**config.mk**
```make
export PLATFORM = sky130hd
export DESIGN_NAME = dram_refresh_sched
export DESIGN_NICKNAME = d
export VERILOG_FILES = /design/src/rtl/dram_refresh_pkg.sv /design/src/rtl/refresh_interval_timer.sv /design/src/rtl/refresh_pending_stack.sv /design/src/rtl/refresh_cbr_sequencer.sv /design/src/rtl/dram_refresh_sched.sv
export SDC_FILE = /design/constraint.sdc
export NUM_CORES = 1
export LEC_CHECK = 0
export ABC_AREA = 0
export BUFFER_PORTS_ARGS = -buffer_cell sky130_fd_sc_hd__buf_4
export CORE_UTILIZATION = 59
export DETAILED_ROUTE_END_ITERATION = 10
export PLACE_DENSITY = 0.88
export SYNTH_ARGS = -nofsm -noshare
export SYNTH_HDL_FRONTEND = slang
export SYNTH_HIERARCHICAL = 1
export SYNTH_SLANG_ARGS = --single-unit
```
**constraint.sdc**
```tcl
create_clock -name clk -period 1.7 [get_ports clk]
set_input_delay 0.17 -clock clk [delete_from_list [all_inputs] [get_ports clk]]
set_output_delay 0.17 -clock clk [all_outputs]
set_load 0.005 [all_outputs]
```
**src/rtl/dram_refresh_pkg.sv**
```systemverilog
package dram_refresh_pkg;
  typedef enum logic [1:0] {
    RS_IDLE = 2'd0,
    RS_CAS  = 2'd1,
    RS_RAS  = 2'd2,
    RS_GAP  = 2'd3
  } rstate_e;
endpackage

```
**src/rtl/refresh_interval_timer.sv**
```systemverilog
module refresh_interval_timer #(
  parameter int TW = 16
) (
  input  logic          clk,
  input  logic          rst_n,
  input  logic          en_i,
  input  logic          load_i,
  input  logic [TW-1:0] load_val_i,
  input  logic [TW-1:0] period_i,
  output logic          expire_o
);
  logic [TW-1:0] tmr_q, tmr_d;
  logic          zero;

  assign zero     = (tmr_q == '0);
  assign expire_o = en_i && zero && !load_i;

  always_comb begin
    if (load_i)      tmr_d = load_val_i;
    else if (!en_i)  tmr_d = period_i;
    else if (zero)   tmr_d = period_i;
    else             tmr_d = tmr_q - TW'(1);
  end

  always_ff @(posedge clk or negedge rst_n) begin
    if (!rst_n) tmr_q <= '0;
    else        tmr_q <= tmr_d;
  end


  expire_reload_chk: assert property (@(posedge clk) disable iff (!rst_n)
    (expire_o && !load_i) |=> (tmr_q == $past(period_i)));
endmodule

```
**src/rtl/refresh_pending_stack.sv**
```systemverilog
module refresh_pending_stack #(
  parameter int PEND_MAX = 7
) (
  input  logic clk,
  input  logic rst_n,
  input  logic en_i,
  input  logic inc_i,
  input  logic dec_i,
  input  logic clr_ovf_i,
  output logic nz_o,
  output logic ovf_o
);
  localparam int PEND_W = $clog2(PEND_MAX + 1);

  logic [PEND_W-1:0] cnt_q, cnt_d;
  logic              ovf_q, ovf_d;
  logic              dec, full, ovf_set;

  assign dec   = dec_i && (cnt_q != '0);
  assign full  = (cnt_q == PEND_W'(PEND_MAX));
  assign nz_o  = (cnt_q != '0);
  assign ovf_o = ovf_q;

  always_comb begin
    cnt_d   = cnt_q;
    ovf_set = 1'b0;
    if (!en_i) begin
      cnt_d = '0;
    end else if (inc_i && !dec) begin
      if (full) ovf_set = 1'b1;
      else      cnt_d   = cnt_q + PEND_W'(1);
    end else if (dec && !inc_i) begin
      cnt_d = cnt_q - PEND_W'(1);
    end
    if (clr_ovf_i)    ovf_d = 1'b0;
    else if (ovf_set) ovf_d = 1'b1;
    else              ovf_d = ovf_q;
  end

  always_ff @(posedge clk or negedge rst_n) begin
    if (!rst_n) begin
      cnt_q <= '0;
      ovf_q <= 1'b0;
    end else begin
      cnt_q <= cnt_d;
      ovf_q <= ovf_d;
    end
  end


  ovf_sticky_chk: assert property (@(posedge clk) disable iff (!rst_n)
    (ovf_q && !clr_ovf_i) |=> ovf_q);

  disable_clears_chk: assert property (@(posedge clk) disable iff (!rst_n)
    !en_i |=> (cnt_q == '0));

  no_overflow_chk: assert property (@(posedge clk) disable iff (!rst_n)
    (full && inc_i && !dec && !clr_ovf_i && en_i) |=> (ovf_q && cnt_q == PEND_W'(PEND_MAX)));
endmodule

```
**src/rtl/refresh_cbr_sequencer.sv**
```systemverilog
module refresh_cbr_sequencer
  import dram_refresh_pkg::*;
#(
  parameter int LEAD_W  = 2,
  parameter int RASW_W  = 3,
  parameter int GAP_CYC = 2
) (
  input  logic              clk,
  input  logic              rst_n,
  input  logic              en_i,
  input  logic              pend_nz_i,
  input  logic              gnt_i,
  input  logic [LEAD_W-1:0] lead_code_i,
  input  logic [RASW_W-1:0] ras_code_i,
  output logic              busy_o,
  output logic              done_o,
  output logic              cas_n_o,
  output logic              ras_n_o
);
  localparam int LR_W  = (LEAD_W > RASW_W) ? LEAD_W : RASW_W;
  localparam int GAP_W = (GAP_CYC > 1) ? $clog2(GAP_CYC) : 1;
  localparam int CNT_W = (LR_W > GAP_W) ? LR_W : GAP_W;

  rstate_e          state_q, state_d;
  logic [CNT_W-1:0] cnt_q, cnt_d;
  logic [CNT_W-1:0] lead_init, ras_init;
  logic             cnt_zero;

  assign lead_init = CNT_W'(lead_code_i);
  assign ras_init  = (&ras_code_i) ? CNT_W'(ras_code_i) : CNT_W'(ras_code_i) + CNT_W'(1);
  assign cnt_zero  = (cnt_q == '0);

  always_comb begin
    state_d = state_q;
    cnt_d   = cnt_q;
    done_o  = 1'b0;
    unique case (state_q)
      RS_IDLE: if (pend_nz_i && en_i && gnt_i) begin
        state_d = RS_CAS;
        cnt_d   = lead_init;
      end
      RS_CAS: if (cnt_zero) begin
        state_d = RS_RAS;
        cnt_d   = ras_init;
      end else cnt_d = cnt_q - CNT_W'(1);
      RS_RAS: if (cnt_zero) begin
        state_d = RS_GAP;
        cnt_d   = CNT_W'(GAP_CYC - 1);
        done_o  = 1'b1;
      end else cnt_d = cnt_q - CNT_W'(1);
      RS_GAP: if (cnt_zero) begin
        if (pend_nz_i && en_i) begin
          state_d = RS_CAS;
          cnt_d   = lead_init;
        end else state_d = RS_IDLE;
      end else cnt_d = cnt_q - CNT_W'(1);
      default: state_d = RS_IDLE;
    endcase
  end

  always_ff @(posedge clk or negedge rst_n) begin
    if (!rst_n) begin
      state_q <= RS_IDLE;
      cnt_q   <= '0;
    end else begin
      state_q <= state_d;
      cnt_q   <= cnt_d;
    end
  end

  assign busy_o  = (state_q != RS_IDLE);
  assign cas_n_o = !((state_q == RS_CAS) || (state_q == RS_RAS));
  assign ras_n_o = !(state_q == RS_RAS);


  cas_leads_ras_chk: assert property (@(posedge clk) disable iff (!rst_n)
    $fell(ras_n_o) |-> $past(!cas_n_o));

  start_on_grant_chk: assert property (@(posedge clk) disable iff (!rst_n)
    ($fell(cas_n_o) && $past(state_q == RS_IDLE)) |-> $past(gnt_i));
endmodule

```
**src/rtl/dram_refresh_sched.sv**
```systemverilog
module dram_refresh_sched #(
  parameter int TW       = 16,
  parameter int PEND_MAX = 7,
  parameter int LEAD_W   = 2,
  parameter int RASW_W   = 3,
  parameter int GAP_CYC  = 2
) (
  input  logic              clk,
  input  logic              rst_n,
  input  logic              ext_rst,
  input  logic              cfg_wr,
  input  logic [TW-1:0]     cfg_period,
  input  logic              cfg_enable,
  input  logic [LEAD_W-1:0] cfg_cas_lead,
  input  logic [RASW_W-1:0] cfg_ras_width,
  input  logic              refresh_gnt,
  output logic              refresh_req,
  output logic              dram_ras_n,
  output logic              dram_cas_n,
  output logic              refresh_ovf
);
  logic [1:0]        rst_sync_q;
  logic              rst_int_n;
  logic [TW-1:0]     period_q;
  logic              en_q;
  logic [LEAD_W-1:0] lead_q;
  logic [RASW_W-1:0] rasw_q;
  logic              expire, pend_nz, busy, done;

  always_ff @(posedge clk or negedge rst_n) begin
    if (!rst_n) rst_sync_q <= 2'b00;
    else        rst_sync_q <= {rst_sync_q[0], 1'b1};
  end
  assign rst_int_n = rst_sync_q[1];

  always_ff @(posedge clk or negedge rst_int_n) begin
    if (!rst_int_n) begin
      period_q <= '0;
      en_q     <= 1'b0;
      lead_q   <= '0;
      rasw_q   <= '0;
    end else if (cfg_wr) begin
      period_q <= cfg_period;
      en_q     <= cfg_enable;
      lead_q   <= cfg_cas_lead;
      rasw_q   <= cfg_ras_width;
    end
  end

  refresh_interval_timer #(.TW(TW)) u_timer (
    .clk        (clk),
    .rst_n      (rst_int_n),
    .en_i       (en_q),
    .load_i     (cfg_wr),
    .load_val_i (cfg_period),
    .period_i   (period_q),
    .expire_o   (expire)
  );

  refresh_pending_stack #(.PEND_MAX(PEND_MAX)) u_stack (
    .clk       (clk),
    .rst_n     (rst_int_n),
    .en_i      (en_q),
    .inc_i     (expire),
    .dec_i     (done),
    .clr_ovf_i (ext_rst),
    .nz_o      (pend_nz),
    .ovf_o     (refresh_ovf)
  );

  refresh_cbr_sequencer #(
    .LEAD_W (LEAD_W),
    .RASW_W (RASW_W),
    .GAP_CYC(GAP_CYC)
  ) u_seq (
    .clk         (clk),
    .rst_n       (rst_int_n),
    .en_i        (en_q),
    .pend_nz_i   (pend_nz),
    .gnt_i       (refresh_gnt),
    .lead_code_i (lead_q),
    .ras_code_i  (rasw_q),
    .busy_o      (busy),
    .done_o      (done),
    .cas_n_o     (dram_cas_n),
    .ras_n_o     (dram_ras_n)
  );

  assign refresh_req = busy || pend_nz;


  cbr_order_chk: assert property (@(posedge clk) disable iff (!rst_int_n)
    !dram_ras_n |-> !dram_cas_n);

  req_held_chk: assert property (@(posedge clk) disable iff (!rst_int_n)
    !dram_cas_n |-> refresh_req);
endmodule

```
# == Yosys cells after proc, flatten, opt, wreduce, memory -nomap -nowiden ==
# Index checks and enable logic that the tools add are counted.
# classes
n_addsub,5
eq_ne,11
mux,27
reduce_logical,24
# ops
operator,count
$mux 16,3
$mux 3,10
$logic_not 16->1,1
$sub 16x1->16 const B,1
$pmux 3 s4,1
$mux 1,8
$mux 2,4
$ne 2x1->1 const B,4
$pmux 2 s4,1
$logic_and 1x1->1,7
$add 3x1->3 const B,2
$ne 3x3->1 const B,2
$sub 3x1->3 const B,2
$logic_not 1->1,5
$eq 2x2->1 const B,2
$reduce_and 2->1,2
$reduce_and 4->1,1
$reduce_bool 2->1,2
$eq 3x3->1 const B,1
$logic_not 3->1,1
$ne 3x1->1 const B,1
$reduce_and 3->1,1
$reduce_bool 3->1,1
$eq 2x1->1 const B,1
2 further kinds,3
# word_totals
register_bits,49
in_bits,27
out_inout_bits,4

# == Depth between registers and ports, before layout ==
# Gate-level depths: netlist of the first run.
# logic_depth
ltp_word,10
depth_mapped,11

# == Cells and area by module ==
# The synthesis of the first run kept the hierarchy.
# modules_own_cells
mod,n_inst,cells_per_inst,area_per_inst_um2,seq_area_each_um2
refresh_interval_timer,1,117,1148.6,400.4
dram_refresh_sched,1,50,880.8,600.6
refresh_cbr_sequencer,1,57,534.3,125.1
refresh_pending_stack,1,43,399.1,100.1

# == Worst setup path before layout of the first run ==
# Ideal clock, no wire load.
# synth_path
kind,flip-flop to flip-flop
start,register u_timer.tmr_q[0]
end,register u_stack.cnt_q[2]
t_arrival_ps,2505
slack_ps,-917
path_stages_with_launch,12
path_buffers,1
period_less_slack_ps,2617
cell_sequence,dfrtp_1 inv_1 ha_1 nor4b_2 nand4_2 nor3_1 buf_6 a21boi_0 fa_1 or4b_1 o21ai_1 a2111oi_2
# synth_between
elab_chain_len,7
word_cells_on_any_way,11
cone_classes,2 x eq/ne; 2 x mux; 7 x reduce/logical
# synth_rtl
element,line,text
start: declaration,refresh_interval_timer.sv:12,"logic [TW-1:0] tmr_q, tmr_d;"
start signal: assignment,refresh_interval_timer.sv:27,else tmr_q <= tmr_d;
$logic_not 16->1 (*),refresh_interval_timer.sv:15,assign zero = (tmr_q == '0);
$logic_and 1x1->1 (*) (2 in series),refresh_interval_timer.sv:16,assign expire_o = en_i && zero && !load_i;
named net expire,dram_refresh_sched.sv:28,"logic expire, pend_nz, busy, done;"
$logic_not 1->1,refresh_pending_stack.sv:32,end else if (dec && !inc_i) begin
$logic_and 1x1->1,refresh_pending_stack.sv:32,
$ne 3x1->1 (no line),-,
$reduce_and 2->1 (no line),-,
end signal: assignment,refresh_pending_stack.sv:45,cnt_q <= cnt_d;
end: declaration,refresh_pending_stack.sv:15,"logic [PEND_W-1:0] cnt_q, cnt_d;"
# The timed path passes the listed nets; every way through them passes the cells marked *.
# A chain may end at the register's enable or synchronous reset.

# == Final worst setup path of the first run ==
# Ends and elaborated chain as after synthesis.

==> results.json, run 1 <==
{
  "status": "complete, but fails checks",
  "violations": "setup timing",
  "power_density_nw_per_um2": 1230,
  "start_util_pct": 61.9,
  "ff2ff_path_depth": 10,
  "syn-cell-area_sq_um": 2960,
  "clkSlewWorstSetupHoldPaths_ns": 0.10,
  "pwr-share-seq_pct": 29.5,
  "crit_slowest_cell": "dfrtp_1",
  "ant_nets": 0,
  "place_area_sq_um": 3610,
  "hold_class": "input port to register",
  "hold_viol": 0,
  "dieArea_sq_um": 5310,
  "relSlewSlack_pct": 59.8,
  "clock-sinks": 49,
  "core_sq_um": 4790,
  "cts_buffer_depth": 2,
  "crit_family": "simple AND/OR/NAND/NOR gates",
  "cp_cell_sequence": "inv_2 -> ha_4 -> nor4b_4 -> nand4_2 -> nor3_4 -> a21boi_4 -> fa_2 -> or4b_1 -> o21ai_2 -> a2111oi_2",
  "hold_depth": 3,
  "reg2reg_to": "u_stack/cnt_q[2]",
  "p_sw_mw": 1.96,
  "clock_latency_ns": 0.31,
  "ir_drop_uv": 1030,
  "max_freq_mhz": 419,
  "layout_setup_ws_ns": -0.687,
  "areaGrowthSynthToFinish_pct": 38.8,
  "rsz0062_at_grt": "yes",
  "synth_edf_count": 0,
  "sw_frac_of_total_pct": 38.7,
  "synth_nets": 305,
  "grt.overflow.total": 0,
  "via_count": 2716,
  "finalCriticalPeriod_ns": 2.39,
  "antenna_found_initial": 0,
  "place_congestion": 0.817,
  "route.detailed.drc": 0,
  "cp.arrival_ns": 2.59,
  "intPower_mw": 3.11,
  "yosys_most_used_dff": "dfrtp_1",
  "fillCellCount": 213,
  "grt_max_degree": 58,
  "worstSetupStartpointType": "register",
  "die_width_microns": 72.9,
  "min_from": "cfg_period[4]",
  "worstPathMaxFanout": 5,
  "timing.final.crit_share_pct": 140,
  "ys_top_cells_by_area": "dfrtp_1 41%, mux2_2 8.7%, ha_1 4.2%, mux2i_1 4.1%, xnor2_1 3.0%",
  "p_leak_nw": 1.82,
  "n_antenna_cell": 0,
  "first_global_vias": 2639,
  "dr.first_iter.drc_count": 232,
  "stdcell_area_sq_um": 4110,
  "ys_ff_latch": 49,
  "cts-buffers-inserted": 5,
  "port-buffer-count": 30,
  "finalWirelength_mm": 9.29,
  "io_pins": 31,
  "synth.distinct_cells": 71,
  "grt_usage_pct": 31.9,
  "crit-reg2reg-launch": "u_timer/tmr_q[0]",
  "holdWs_ns": 0.0851,
  "slowest_delay_ns": 0.41,
  "r2r_slack_ns": -0.69,
  "hold_end": "u_timer/tmr_q[4]",
  "crit_required_ns": 1.90,
  "async_reset_ff_share_pct": 100,
  "drv_slew": 0,
  "first_pass_iters": 5,
  "layout-drive-gt1-share_pct": 50.3,
  "setup_violations": 26,
  "synth_sequential_area_ratio_pct": 41.4,
  "vias_per_cell": 6.24,
  "dieHeight_microns": 72.9,
  "tritoncts": "built",
  "ys_warn_count": 6,
  "dp_hpwl_mm": 4.55,
  "synth.largest_area_cell": "dfrtp_1",
  "p_clk_share_pct": 15.2,
  "finalPower_mw": 5.07,
  "routedWlPerCell_microns": 21.4,
  "syn_avg_cell_area_sq_um": 11.1,
  "h-tree-depth": 2,
  "grt_pass1_wl_mm": 12.7,
  "skew_ns": 0.00731,
  "nets": 405,
  "worst_slew_pin_slew_ns": 0.604,
  "netlist.area_leader.share_pct": 41.4,
  "drv_cap": 0,
  "cts_root_buffer": "clkbuf_8",
  "critPathCaptureType": "register",
  "syn_inst": 267,
  "num_rows": 25,
  "crit_buf_inv": 1,
  "post-route-util_pct": 85.9,
  "comb_power_share_pct": 55.4,
  "crit_type": "register to register"
}
-- worst min-delay path: cells and delay by family --
kind | cells | cell delay (ns)
AND/OR/NAND/NOR | 1 | 0.04
buffers and inverters | 1 | 0.08
AO/OA/AOI/OAI | 1 | 0.06
-- Yosys cell counts (2+ instances only) --
| library cell | count |
|---|---|
| xnor2_1 | 10 |
| dfrtp_1 | 49 |
| inv_1 | 16 |
| nand3_1 | 4 |
| o21ai_0 | 8 |
| xor2_1 | 5 |
| nor3_4 | 2 |
| nor3_1 | 5 |
| nand4_1 | 3 |
| mux2_2 | 23 |
| nor3_2 | 2 |
| a221oi_1 | 2 |
| a211o_1 | 2 |
| a31oi_1 | 3 |
| o21bai_1 | 2 |
| clkbuf_1 | 4 |
| nand2b_1 | 2 |
| or3_1 | 2 |
| o21ai_1 | 10 |
| ha_1 | 10 |
| and4_1 | 2 |
| buf_6 | 4 |
| nand2_1 | 23 |
| mux2i_1 | 12 |
| a21oi_1 | 6 |
| nand3b_1 | 2 |
| nor4_4 | 2 |
| nor2_1 | 8 |
| nor2b_4 | 2 |
-- final cells by class --
cell class | instances | area, sq um | area share (%)
clock buffers | 6 | 82.6 | 2.01
clock inverters | 2 | 17.5 | 0.426
flip-flops and latches | 49 | 1230 | 29.9
inverters | 16 | 63.8 | 1.55
repair buffers | 104 | 853 | 20.8
multi-input cells | 191 | 1780 | 43.4
well taps | 67 | 83.8 | 2.04
-- registers in the layout (all words and copies together) (netlist names) --
name and cells:
period_q 16, u_timer/tmr_q 16, rasw_q 3, u_seq/cnt_q 3, u_stack/cnt_q 3, lead_q 2
rst_sync_q 2, u_seq/state_q 2, en_q 1, u_stack/ovf_o 1
-- per-stage QoR --
| step | setup WS [ns] | TNS [ns] | std cells |
|---|---|---|---|
| finish | -0.687 | -7.46 | 435 |
| global route | -0.844 | -8.72 | 435 |
| CTS | -0.598 | -3.36 | 423 |
| detailed placement | -0.635 | -3.90 | 405 |
| global placement | -0.540 | -2.96 | 405 |
| floorplan | -0.752 | -1.88 | 267 |
-- how the worst max path moves through the flow --
stage	slack (ns)	startpoint	end	depth (start not counted)
global placement	-0.54	u_timer/tmr_q[1]	u_stack/cnt_q[2]	10
finish	-0.69	u_timer/tmr_q[0]	u_stack/cnt_q[2]	10
detailed placement	-0.64	u_timer/tmr_q[1]	u_stack/cnt_q[2]	10
CTS	-0.60	u_timer/tmr_q[0]	u_stack/cnt_q[2]	10
global route	-0.84	u_seq/state_q[0]	u_stack/cnt_q[2]	10
floorplan	-0.75	u_timer/tmr_q[0]	u_stack/cnt_q[2]	11
-- cells in the final DEF (no fill, tap or decap), types with 3 or more instances in the layout --
| master | instances |
|---|---|
| inv_1 | 12 |
| nor2_1 | 7 |
| buf_6 | 8 |
| dfrtp_1 | 48 |
| a21oi_1 | 5 |
| nor3_4 | 4 |
| o21ai_0 | 8 |
| o21ai_1 | 8 |
| mux2_2 | 22 |
| inv_2 | 3 |
| ha_4 | 5 |
| nand2_1 | 23 |
| nand4_1 | 3 |
| mux2i_1 | 12 |
| nor3_1 | 3 |
| nand3_1 | 4 |
| clkbuf_8 | 6 |
| xor2_1 | 5 |
| ha_1 | 3 |
| xnor2_1 | 10 |
| buf_12 | 3 |
| buf_4 | 91 |
-- what timing repair did --
action | CTS | global route
pin swaps | 21 | 15
hold buffers | 1 | 1
endpoints found under the setup margin | 23 | 26
endpoints found under the hold margin | 2 | 1
setup buffers | 11 | 15
gates cloned | 0 | 0
resized for setup | 21 | 26
-- logic make-up after synthesis --
group,synth area share [%]
simple gates,16.6
mux,12.8
other cells,0.127
xor+xnor,4.43
flops,41.4
buf+inv,5.15
compound gates,14.6
fa+ha+maj,4.90
-- per-layer routing --
metal  track usage, %  vias up  share of wire [%]
met5                0        -                  0
met4             10.7        0                2.7
li1                 -     1162                  -
met2             55.1      179                 51
met3             5.80       39                6.7
met1             40.6     1336                 40
-- power by group through the flow --
stage | Combinational, mW | Clock (mW) | Sequential [mW]
2_1_floorplan | 1.21 | 0 | 1.50
3_3_place_gp | 1.89 | 0 | 1.47
3_5_place_dp | 1.98 | 0 | 1.48
4_1_cts | 2.14 | 0.765 | 1.46
5_1_grt | 2.89 | 0.816 | 1.51
6_report | 2.81 | 0.768 | 1.49
No activity file was read; power rests on OpenSTA's default activity.
==> inputs of run 2 (changes only) <==
CAP_MARGIN = 20   (was default)
CORE_UTILIZATION = 53   (was 59)
PLACE_DENSITY = 0.84   (was 0.88)
clock period = 2.1 ns   (was 1.7 ns; I/O delays follow)
==> results.json, run 2 (same netlist as run 1, synthesis figures left out) <==
{
  "nets": 380,
  "hold_end": "u_stack/ovf_o",
  "holdWs_ns": 0.0541,
  "clkSlewWorstSetupHoldPaths_ns": 0.09,
  "antenna_found_initial": 0,
  "ir_drop_uv": 527,
  "dr.first_iter.drc_count": 207,
  "hold_viol": 0,
  "ant_nets": 0,
  "dieArea_sq_um": 5890,
  "min_from": "ext_rst",
  "reg_top3": "period_q x16, u_timer/tmr_q x16",
  "crit_required_ns": 2.29,
  "grt.overflow.total": 0,
  "layout_setup_ws_ns": -0.178,
  "violations": "setup timing",
  "mostFrequentLayoutCells": "75 x buf_4, 48 x dfrtp_1, 23 x mux2_2, 23 x nand2_1, 14 x inv_1",
  "multi_input_area_sq_um": 1690,
  "reg2reg_to": "u_stack/cnt_q[2]",
  "grt_max_degree": 58,
  "clock_latency_ns": 0.29,
  "place_area_sq_um": 3510,
  "crit_type": "register to register",
  "r2r_slack_ns": -0.18,
  "met1_usage_pct": 29.0,
  "final.setup.tns_ns": -0.295,
  "crit-reg2reg-launch": "u_timer/tmr_q[1]",
  "start_util_pct": 56.6,
  "worstPathMaxFanout": 4,
  "timing.final.crit_share_pct": 108,
  "vias_per_cell": 5.67,
  "port-buffer-count": 30,
  "cts_buffer_depth": 2,
  "die_width_microns": 76.8,
  "drv_slew": 0,
  "p_leak_nw": 1.66,
  "worstSetupStartpointType": "register",
  "relSlewSlack_pct": 60.8,
  "grt_use_met2_pct": 39.5,
  "areaGrowthSynthToFinish_pct": 26.1,
  "grt_usage_pct": 23.1,
  "hold_depth": 2,
  "cts_root_buffer": "clkbuf_8",
  "cp.arrival_ns": 2.47,
  "worst_slew_pin_slew_ns": 0.588,
  "via_count": 2338,
  "globalRouteMet3Util_pct": 4.17,
  "dieHeight_microns": 76.8,
  "grt_pass1_wl_mm": 10.8,
  "power_density_nw_per_um2": 886,
  "seq_area_sq_um": 1230,
  "layout_commonest_cell": "buf_4",
  "finalWirelength_mm": 6.48,
  "first_pass_iters": 4,
  "h-tree-depth": 2,
  "stdcell_area_sq_um": 3740,
  "io_pins": 31,
  "tritoncts": "built",
  "rsz0062_at_grt": "yes",
  "finalCriticalPeriod_ns": 2.28,
  "top_usage_layer": "met2",
  "critPathCaptureType": "register",
  "n_antenna_cell": 0,
  "cts-buffers-inserted": 5,
  "dp_hpwl_mm": 4.39,
  "layout-drive-gt1-share_pct": 42.7,
  "clock-sinks": 49,
  "num_rows": 26,
  "ff2ff_path_depth": 10,
  "routedWlPerCell_microns": 15.7,
  "status": "complete, but fails checks",
  "drv_cap": 0,
  "max_freq_mhz": 439,
  "hold_class": "input port to register",
  "route.detailed.drc": 0,
  "core_sq_um": 5240,
  "place_congestion": 0.800,
  "post-route-util_pct": 71.3,
  "fillCellCount": 351,
  "setup_violations": 2,
  "skew_ns": 0.00648,
  "first_global_vias": 2362
}
[run 2: cell types whose count changed in the layout (fill, tap and decap cells not counted), sizes merged]
cell         previous run  this run
buf                   102        76
clkinvlp                1         0
dlygate4sd3             2         1
nand2                  25        27
[run 2: final cells by class]
class	count	share of cell area, %
Multi-Input combinational cell	193	45.2
Clock buffer	6	1.94
Inverter	16	1.61
Clock inverter	1	0.134
Tap cell	70	2.34
Sequential cell	49	32.9
Timing Repair Buffer	77	15.9
[run 2: repair_timing]
| action | CTS | global route |
|---|---|---|
| gates resized for setup | 7 | 6 |
| buffers inserted | 7 | 2 |
| pin swaps | 8 | 2 |
| setup endpoints to repair | 3 | 15 |
| cloned | 0 | 2 |
| hold endpoints to repair | 2 | 0 |
| hold buffers | 1 | 0 |
[run 2: worst max-delay path, cell delays in order (launching register included)]
cell       delay [ns]
dfrtp_1          0.41
inv_2            0.10
ha_4             0.13
nor4b_4          0.22
nand4_2          0.16
nor3_2           0.22
a21boi_4         0.21
fa_2             0.24
nand4bb_1        0.15
a21oi_2          0.07
a2111oi_2        0.27
[run 2: worst max path at each step]
stage	cells after the start	start	to	slack, ns
finish	10	u_timer/tmr_q[1]	u_stack/cnt_q[2]	-0.18
global route	10	u_timer/tmr_q[1]	u_stack/cnt_q[2]	-0.30
CTS	10	u_timer/tmr_q[1]	u_stack/cnt_q[2]	-0.12
detailed placement	10	u_timer/tmr_q[0]	u_stack/cnt_q[2]	-0.25
global placement	10	u_timer/tmr_q[0]	u_stack/cnt_q[2]	-0.14
floorplan	11	u_timer/tmr_q[0]	u_stack/cnt_q[2]	-0.35
[run 2: power by group]
| part | total, mW | internal (mW) | leakage [nW] | switching (mW) |
|---|---|---|---|---|
| registers | 1.18 | 1.08 | 0.589 | 0.0977 |
| logic | 1.61 | 0.815 | 1.03 | 0.796 |
| clock network | 0.520 | 0.227 | 0.0410 | 0.292 |
| total | 3.31 | 2.12 | 1.66 | 1.19 |
[run 2: stage by stage]
step,worst slack [ns],std cells,power [mW]
after floorplan,-0.352,267,2.20
after CTS,-0.116,409,3.29
after global placement,-0.141,394,2.65
after global routing,-0.302,412,3.54
after detailed placement,-0.252,394,2.72
final,-0.178,412,3.31
[run 2: metal layers]
metal / part of all wire (%) / vias up
met2: 50 / 63
met1: 44 / 1152
met3: 5.0 / 7
li1: - / 1116
met4: 1.1 / 0
met5: 0 / -
==> inputs of run 3 (changes only) <==
REMOVE_ABC_BUFFERS = 1   (was default)
==> results.json, run 3 (same netlist as run 1, synthesis figures left out) <==
{
  "clock_latency_ns": 0.31,
  "fillCellCount": 345,
  "crit_type": "register to register",
  "critPathCaptureType": "register",
  "clkSlewWorstSetupHoldPaths_ns": 0.10,
  "grt_max_degree": 58,
  "cp.arrival_ns": 2.50,
  "dieHeight_microns": 76.8,
  "start_util_pct": 56.6,
  "hold_depth": 2,
  "first_global_vias": 2305,
  "io_pins": 31,
  "pwr-share-seq_pct": 33.9,
  "place_congestion": 0.784,
  "route.detailed.drc": 0,
  "areaGrowthSynthToFinish_pct": 27.8,
  "core_sq_um": 5240,
  "violations": "setup timing",
  "drv_slew": 0,
  "p_clk_share_pct": 19.6,
  "vias_per_cell": 5.54,
  "p_sw_mw": 1.23,
  "cts_buffer_depth": 2,
  "hold_class": "input port to register",
  "max_freq_mhz": 436,
  "die_width_microns": 76.8,
  "clock-sinks": 49,
  "tritoncts": "built",
  "first_pass_iters": 4,
  "intPower_mw": 2.27,
  "worst_slew_pin_slew_ns": 0.576,
  "p_leak_nw": 1.67,
  "port-buffer-count": 30,
  "mostFrequentLayoutCells": "73 x buf_4, 48 x dfrtp_1, 23 x mux2_2, 23 x nand2_1, 14 x inv_1",
  "crit_family": "compound AO/OA/AOI/OAI gates",
  "crit_buf_inv": 1,
  "n_antenna_cell": 0,
  "grt.overflow.total": 0,
  "nets": 378,
  "finalWirelength_mm": 6.16,
  "routedWlPerCell_microns": 15.0,
  "post-route-util_pct": 72.3,
  "h-tree-depth": 2,
  "comb_power_share_pct": 46.5,
  "cts-buffers-inserted": 5,
  "place_area_sq_um": 3500,
  "status": "complete, but fails checks",
  "crit_slowest_cell": "dfrtp_1",
  "antenna_found_initial": 0,
  "stdcell_area_sq_um": 3790,
  "grt_usage_pct": 22.8,
  "relSlewSlack_pct": 61.6,
  "holdWs_ns": 0.0427,
  "sw_frac_of_total_pct": 35.1,
  "layout_setup_ws_ns": -0.191,
  "finalCriticalPeriod_ns": 2.29,
  "reg_top3": "period_q x16, u_timer/tmr_q x16",
  "grt_pass1_wl_mm": 10.8,
  "finalNonFillerCells": 411,
  "rsz0062_at_grt": "yes",
  "cts_root_buffer": "clkbuf_8",
  "hold_viol": 0,
  "worstPathMaxFanout": 5,
  "num_rows": 26,
  "dpl.cell_count": 397,
  "worstSetupStartpointType": "register",
  "timing.final.crit_share_pct": 109,
  "ant_nets": 0,
  "via_count": 2275,
  "ff2ff_path_depth": 10,
  "layout_commonest_cell": "buf_4",
  "dr.first_iter.drc_count": 92,
  "setup_violations": 2,
  "drv_cap": 0,
  "slowest_delay_ns": 0.41,
  "cp.depth": 10,
  "layout-drive-gt1-share_pct": 43.1,
  "dp_hpwl_mm": 4.23,
  "ir_drop_uv": 813,
  "dieArea_sq_um": 5890,
  "crit_required_ns": 2.31,
  "skew_ns": 0.0112,
  "power_density_nw_per_um2": 926,
  "cp_cell_sequence": "inv_2 -> ha_4 -> nor4b_4 -> nand4_2 -> nor3_2 -> a21boi_2 -> fa_2 -> a21o_1 -> a21oi_1 -> a2111oi_4"
}
-- run 3: changes by cell type in the layout (fill, tap and decap cells not counted), sizes merged --
cell | before | now
nand2 | 27 | 25
bufinv | 0 | 1
-- run 3: area by class of cell --
type	instances	area, sq um	area share [%]
Timing Repair Buffer	77	601	15.9
Multi-Input combinational cell	191	1700	44.9
Sequential cell	49	1230	32.4
Clock inverter	2	38.8	1.02
Inverter	16	60.1	1.59
Clock buffer	6	72.6	1.92
Tap cell	70	87.6	2.31
-- run 3: path summary, 6_finish.rpt --
kind	start	end	slack, ns
max	u_timer/tmr_q[1]	u_stack/cnt_q[2]	-0.19
min	ext_rst	u_stack/ovf_o	0.04
max reg2reg	u_timer/tmr_q[1]	u_stack/cnt_q[2]	-0.19
min reg2reg	rst_sync_q[1]	period_q[4]	0.26
max in group asynchronous	rst_sync_q[1]	u_stack/ovf_o	1.31
min in group asynchronous	rst_n	rst_sync_q[1]	0.21
-- run 3: power groups by stage --
stage | clock (mW) | combinational [mW] | sequential (mW)
final | 0.686 | 1.63 | 1.19
after floorplan | 0 | 0.926 | 1.22
after detailed placement | 0 | 1.51 | 1.20
after CTS | 0.694 | 1.56 | 1.19
after global placement | 0 | 1.45 | 1.19
after global routing | 0.741 | 1.79 | 1.20
-- run 3: routing by layer --
| layer | vias to the layer above | track usage, % | part of all wire (%) |
|---|---|---|---|
| li1 | 1103 | - | - |
| met3 | 9 | 3.57 | 3.0 |
| met4 | 0 | 7.50 | 1.6 |
| met2 | 40 | 37.5 | 50 |
| met5 | - | 0 | 0 |
| met1 | 1123 | 30.5 | 46 |
-- run 3: repair_timing --
item / CTS / global route
pin swaps: 6 / 8
gates resized for setup: 12 / 13
cloned: 0 / 0
endpoints found under the hold margin: 2 / 0
buffers inserted: 5 / 1
hold buffers: 1 / 0
endpoints found under the setup margin: 2 / 7
-- run 3: worst reg2reg max path, cell delays in order, from the launching register on --
cell       delay, ns
dfrtp_1         0.41
inv_2           0.09
ha_4            0.13
nor4b_4         0.22
nand4_2         0.13
nor3_2          0.19
a21boi_2        0.20
fa_2            0.27
a21o_1          0.13
a21oi_1         0.10
a2111oi_4       0.32
-- run 3: metrics by stage --
stage	worst slack, ns	setup TNS, ns	power [mW]
2_1_floorplan	-0.917	-2.31	2.15
3_3_place_gp	-0.222	-0.315	2.64
3_5_place_dp	-0.367	-0.564	2.71
4_1_cts	-0.137	-0.225	3.44
5_1_grt	-0.346	-0.607	3.74
6_report	-0.191	-0.245	3.50
